## src/rtl/pstate_gate_pkg.sv

```systemverilog
package pstate_gate_pkg;
  localparam int STAT_W    = 32;
  localparam int NPRIV_BIT = 15;
  localparam int BANK_BIT  = 14;
  localparam int CALL_LSB  = 24;
  localparam int CALL_W    = 8;
  localparam int PM_BASE   = 20;
  localparam int PM_W      = 4;
  // Bits a software status write may change: not 23..16, not 14.
  localparam logic [STAT_W-1:0] STAT_SW_MASK = 32'hFF00_BFFF;
endpackage

```

## src/rtl/psg_state_bank.sv

```systemverilog
module psg_state_bank
  import pstate_gate_pkg::*;
#(
  parameter int IRQ_W = 32
) (
  input  logic                clk,
  input  logic                rst,
  input  logic                imask_we,
  input  logic [IRQ_W-1:0]    imask_wdata,
  input  logic                pmask_we,
  input  logic [PM_W-1:0]     pmask_wdata,
  input  logic                stat_we,
  input  logic [STAT_W-1:0]   stat_wdata,
  input  logic                bank_we,
  input  logic                bank_val,
  input  logic                svc_we,
  input  logic [CALL_W-1:0]   svc_code,
  output logic [IRQ_W-1:0]    imask,
  output logic [PM_W-1:0]     pmask,
  output logic [STAT_W-1:0]   status
);
  logic [STAT_W-1:0] stat_nxt;

  always_comb begin
    stat_nxt = status;
    if (stat_we)
      stat_nxt = (stat_wdata & STAT_SW_MASK) | (status & ~STAT_SW_MASK);
    if (bank_we)
      stat_nxt[BANK_BIT] = bank_val;
    if (svc_we)
      stat_nxt[CALL_LSB +: CALL_W] = svc_code;
  end

  always_ff @(posedge clk) begin
    if (rst) begin
      imask  <= '0;
      pmask  <= '0;
      status <= '0;
    end else begin
      if (imask_we) imask <= imask_wdata;
      if (pmask_we) pmask <= pmask_wdata;
      status <= stat_nxt;
    end
  end
endmodule

```

## src/rtl/psg_mask_path.sv

```systemverilog
module psg_mask_path
  import pstate_gate_pkg::*;
#(
  parameter int IRQ_W = 32
) (
  input  logic             clk,
  input  logic             rst,
  input  logic [IRQ_W-1:0] pend,
  input  logic [IRQ_W-1:0] imask,
  input  logic [PM_W-1:0]  pmask,
  output logic [IRQ_W-1:0] irq_q
);
  logic [IRQ_W-1:0] eff;

  for (genvar b = 0; b < IRQ_W; b++) begin : g_bit
    if (b >= PM_BASE && b < PM_BASE + PM_W) begin : g_arith
      assign eff[b] = imask[b] & pmask[b - PM_BASE];
    end else begin : g_plain
      assign eff[b] = imask[b];
    end
  end

  always_ff @(posedge clk) begin
    if (rst) irq_q <= '0;
    else     irq_q <= pend & eff;
  end
endmodule

```

## src/rtl/psg_priv_check.sv

```systemverilog
module psg_priv_check (
  input  logic clk,
  input  logic rst,
  input  logic priv_req,
  input  logic nonpriv,
  output logic viol
);
  always_ff @(posedge clk) begin
    if (rst) viol <= 1'b0;
    else     viol <= priv_req & nonpriv;
  end
endmodule

```

## src/rtl/pstate_irq_gate.sv

```systemverilog
module pstate_irq_gate
  import pstate_gate_pkg::*;
#(
  parameter int NUM_STATES = 4,
  parameter int IRQ_W      = 32,
  localparam int SEL_W     = $clog2(NUM_STATES)
) (
  input  logic              clk,
  input  logic              rst,
  input  logic [SEL_W-1:0]  act_state,
  input  logic [IRQ_W-1:0]  pend_i,
  input  logic              imask_we,
  input  logic [SEL_W-1:0]  imask_sel,
  input  logic [IRQ_W-1:0]  imask_wdata,
  input  logic              pmask_we,
  input  logic [PM_W-1:0]   pmask_wdata,
  input  logic              stat_we,
  input  logic [SEL_W-1:0]  stat_sel,
  input  logic [STAT_W-1:0] stat_wdata,
  input  logic              bank_load,
  input  logic              bank_val,
  input  logic              svc_strobe,
  input  logic [CALL_W-1:0] svc_code,
  input  logic              priv_req,
  input  logic [SEL_W-1:0]  rd_sel,
  output logic [IRQ_W-1:0]  irq_masked,
  output logic              priv_viol,
  output logic [IRQ_W-1:0]  rd_imask,
  output logic [PM_W-1:0]   rd_pmask,
  output logic [STAT_W-1:0] rd_stat
);
  logic [IRQ_W-1:0]  imask_a  [NUM_STATES];
  logic [PM_W-1:0]   pmask_a  [NUM_STATES];
  logic [STAT_W-1:0] status_a [NUM_STATES];

  for (genvar s = 0; s < NUM_STATES; s++) begin : g_state
    logic is_act;
    assign is_act = (act_state == SEL_W'(s));
    psg_state_bank #(.IRQ_W(IRQ_W)) u_bank (
      .clk         (clk),
      .rst         (rst),
      .imask_we    (imask_we && imask_sel == SEL_W'(s)),
      .imask_wdata (imask_wdata),
      .pmask_we    (pmask_we && is_act),
      .pmask_wdata (pmask_wdata),
      .stat_we     (stat_we && stat_sel == SEL_W'(s)),
      .stat_wdata  (stat_wdata),
      .bank_we     (bank_load && is_act),
      .bank_val    (bank_val),
      .svc_we      (svc_strobe && is_act),
      .svc_code    (svc_code),
      .imask       (imask_a[s]),
      .pmask       (pmask_a[s]),
      .status      (status_a[s])
    );
  end

  psg_mask_path #(.IRQ_W(IRQ_W)) u_path (
    .clk   (clk),
    .rst   (rst),
    .pend  (pend_i),
    .imask (imask_a[act_state]),
    .pmask (pmask_a[act_state]),
    .irq_q (irq_masked)
  );

  psg_priv_check u_priv (
    .clk      (clk),
    .rst      (rst),
    .priv_req (priv_req),
    .nonpriv  (status_a[act_state][NPRIV_BIT]),
    .viol     (priv_viol)
  );

  always_ff @(posedge clk) begin
    if (rst) begin
      rd_imask <= '0;
      rd_pmask <= '0;
      rd_stat  <= '0;
    end else begin
      rd_imask <= imask_a[rd_sel];
      rd_pmask <= pmask_a[rd_sel];
      rd_stat  <= status_a[rd_sel];
    end
  end
endmodule

```

## config.mk

```make
export PLATFORM = sky130hd
export DESIGN_NAME = pstate_irq_gate
export DESIGN_NICKNAME = d
export VERILOG_FILES = /design/src/rtl/pstate_gate_pkg.sv /design/src/rtl/psg_state_bank.sv /design/src/rtl/psg_mask_path.sv /design/src/rtl/psg_priv_check.sv /design/src/rtl/pstate_irq_gate.sv
export SDC_FILE = /design/constraint.sdc
export NUM_CORES = 1
export LEC_CHECK = 0
export ABC_AREA = 1
export BUFFER_PORTS_ARGS = -buffer_cell sky130_fd_sc_hd__clkbuf_2
export CORE_UTILIZATION = 50
export DETAILED_ROUTE_END_ITERATION = 16
export PLACE_DENSITY = 0.75
export SETUP_SLACK_MARGIN = 0.15
export SYNTH_ARGS = -nofsm -noshare
export SYNTH_HDL_FRONTEND = slang
export SYNTH_SLANG_ARGS = --single-unit
```

## constraint.sdc

```tcl
create_clock -name clk -period 1 [get_ports clk]
set_input_delay 0.05 -clock clk [delete_from_list [all_inputs] [get_ports clk]]
set_output_delay 0.05 -clock clk [all_outputs]
set_load 0.1 [all_outputs]
```

==> impl_results.md <==
* Synth Warn # at 0
* Hold Startpoint: rst
* Nets at 2315
* Die Height at 166.9 um
* Worst vdd ir at 0.001413 V
* WP data required at 0.95 ns
* CTS Buffer Depth at 3
* Final setup violation count at 93
* Crit. End Element: primary output
* # clock sinks at 333
* # IOs at 226
* Die W at 166.9 um
* CP max FO at 1
* Startpoint Class: register
* Hold path depth at 3
* Normalized max-slew margin at 65.81%
* Post-Syn Area at 13600 um^2
* Synthesized netlist cell count at 1862
* Sequential power share at 41.7%
* Placed cells at 2371
* Failing checks: setup timing
* Worst min path class: input port to register
* Via count at 14340
* Leakage power at 8.072 nW
* Dominant cell type by area after synthesis: dfxtp_1
* Measured slew at the worst slew-check pin at 0.5129 ns
* RSZ-0062 raised after global routing: true
* TritonCTS clock tree: built
* Fmax at 893.8 MHz
* Synth unique cells at 22
* Max Cap Viol at 0
* P per Cell Area at 1714 nW/um^2
* Global-route wire length before repair at 69510 um
* RR Startpoint: g_state[1].u_bank.imask[0]
* Reg-to-Reg End: rd_imask[0]
* Critical Path Start: rd_imask[21]
* Post-synth ARST share at 0%
* H-Tree Depth at 2
* Largest net degree at the start of global routing at 65
* Tcrit/Tclk final at 111.9%
* CP Class: register to primary output
* Post-DR wirelength/cell at 17.49 um
* EDFF count, synth at 0
* Gr ovfl total at 0
* CTS clock-pin slew for the worst setup and hold paths at 0.06 ns
* CTS root buf: clkbuf_16
* Worst Path Arrival at 1.07 ns
* DIE AREA at 27870 um^2
* Most frequent cells in the layout: 285 x a21oi_1, 243 x o21ai_0, 188 x nor2_1, 168 x dfxtp_1, 161 x inv_1
* Register area share after synthesis at 49.01%
* Hold Crit Endpoint: rd_stat[27]
* Drt initial violations at 1547
* Int Pwr at 0.02501 W
* HPWL after detailed placement at 26650 um
* Non-filler instance count after layout at 2559
* CP top delay family: flip-flops
* Worst path cell trace: buf_12
* DRC violation count after routing at 0
* Worst Path Buf+Inv at 1
* Top_reg_cell synth: dfxtp_1
* Sw Share at 27.84%
* Placer Congestion at 0.9082
* Clock power share at 40.2%
* Post-synth top area share at 49.01%
* Crit. path cell count at 1
* Post-layout worst setup margin at -0.1188 ns
* Crit-path slowest cell: dfxtp_2
* Top cells by area, synth: dfxtp_1 49%, a21oi_1 13%, o21ai_0 12%
* Core ar. at 26800 um^2
* Row count at 60
* R2r setup slk at 0.09 ns
* Critical Path Max Stage Delay at 0.37 ns
* Final WL at 44760 um
* Fin. max-slew vios at 0
* Combinational Power Share at 18.1%
* Commonest non-fill, non-tap cell in the layout: a21oi_1
* Layout cells sized above 1 at 33.83%
* Status: finished with violations
* Minimum clock period at 1.119 ns
* Clock Skew at 0.01774 ns
* Worst-Skew Late Latency at 0.51 ns
* Initial antenna violation count at 3
* Area delta synth->final at 48.63%
* Drt pass-1 iters at 6
* Final Hold Vio Count at 0
* Initial Util at 50.76%
* Total CTS buffers at 36
* Via-to-Cell Ratio at 5.605
* Post-Syn Area per Cell at 7.306 um^2
* #FFs+latches synth at 333
* Total GRT Usage at 30.45%
* Vias in the first global route at 13900
* Port bufs at 208
* Reg2reg path depth at 4
* Sw Pwr at 0.009649 W
* ANT nets after route at 0
* Final core utilization at 75.44%
## cell type report
cell class,count,area [um^2]
fillers,1748,6583
clock inverters,9,170.2
well taps,341,426.7
diodes,4,10.01
multi-input cells,1161,6087
inverters,236,893.4
repair buffers,422,4667
flip-flops and latches,333,6898
clock buffers,53,1066
## repair_timing
action / in CTS / in global routing
setup buffers: 1 / 14
hold buffers: 106 / 2
endpoints found under the hold margin: 275 / 7
pin swaps: 22 / 121
resized for setup: 39 / 321
setup endpoints to repair: 114 / 180
## power groups by stage
| stage | clock network [W] | registers [W] | logic [W] |
|---|---|---|---|
| finish | 0.0139 | 0.0145 | 0.00627 |
| global route | 0.0146 | 0.0145 | 0.00666 |
| CTS | 0.0141 | 0.0144 | 0.00586 |
| detailed placement | 0 | 0.0147 | 0.00545 |
| global placement | 0 | 0.0146 | 0.00535 |
| floorplan | 0 | 0.0158 | 0.00214 |
## Yosys cell counts (all sizes together), types with 13 or more instances
cell type  number
o211ai         14
dfxtp         333
clkbuf        100
nand2         130
buf            39
a21oi         357
o22ai          61
nand3          30
o21ai         337
inv           235
nor3           13
nor2          210
## routing by layer
metal | global-route usage (%) | wire length [um]
met3 | 4.729 | 3616
met4 | 13.97 | 1595
met1 | 38.00 | 17720
met5 | 0 | 0
met2 | 51.65 | 21830
## stage by stage
stage | hold slack [ns] | setup WS (ns) | total power, W | cell area [um^2] | TNS (ns)
2_1_floorplan | 0.1698 | 0.1033 | 0.01798 | 13900 | 0
3_3_place_gp | 0.2607 | -0.2093 | 0.01999 | 17140 | -9.101
3_5_place_dp | 0.2601 | -0.2400 | 0.02011 | 17140 | -13.23
4_1_cts | 0.008267 | -0.1199 | 0.03429 | 19510 | -8.310
5_1_grt | 0.02803 | -0.1353 | 0.03575 | 20220 | -9.042
6_report | 0.02171 | -0.1188 | 0.03466 | 20220 | -7.092
## state kept, by name, indices dropped and copies added (netlist names)
| register | flops |
|---|---|
| g_state.u_bank.imask | 128 |
| g_state.u_bank.pmask | 16 |
| g_state.u_bank.status | 96 |
| rd_imask | 32 |
| rd_pmask | 4 |
| rd_stat | 24 |
| u_path.irq_q | 32 |
| u_priv.viol | 1 |
## cells by family after synthesis
family	count (synthesis)	synth area share [%]
AOI/OAI and AO/OA	769	29.11
buffers and inverters	375	10.75
DFF	333	49.01
other	1	0.02757
and+or+nand+nor	384	11.10
## worst min-delay path, stage by stage
cell and delay, ns:
buf_4 0.15, buf_12 0.22, a21oi_2 0.04
## worst max path at each step
| stage | end | slack (ns) |
|---|---|---|
| global route | irq_masked[22] | -0.14 |
| finish | rd_imask[21] | -0.12 |
| global placement | u_path.irq_q[21] | -0.21 |
| CTS | rd_imask[23] | -0.12 |
| floorplan | g_state[0].u_bank.imask[10] | 0.10 |
| detailed placement | u_path.irq_q[21] | -0.24 |
Power figures use the tool's default switching activity.
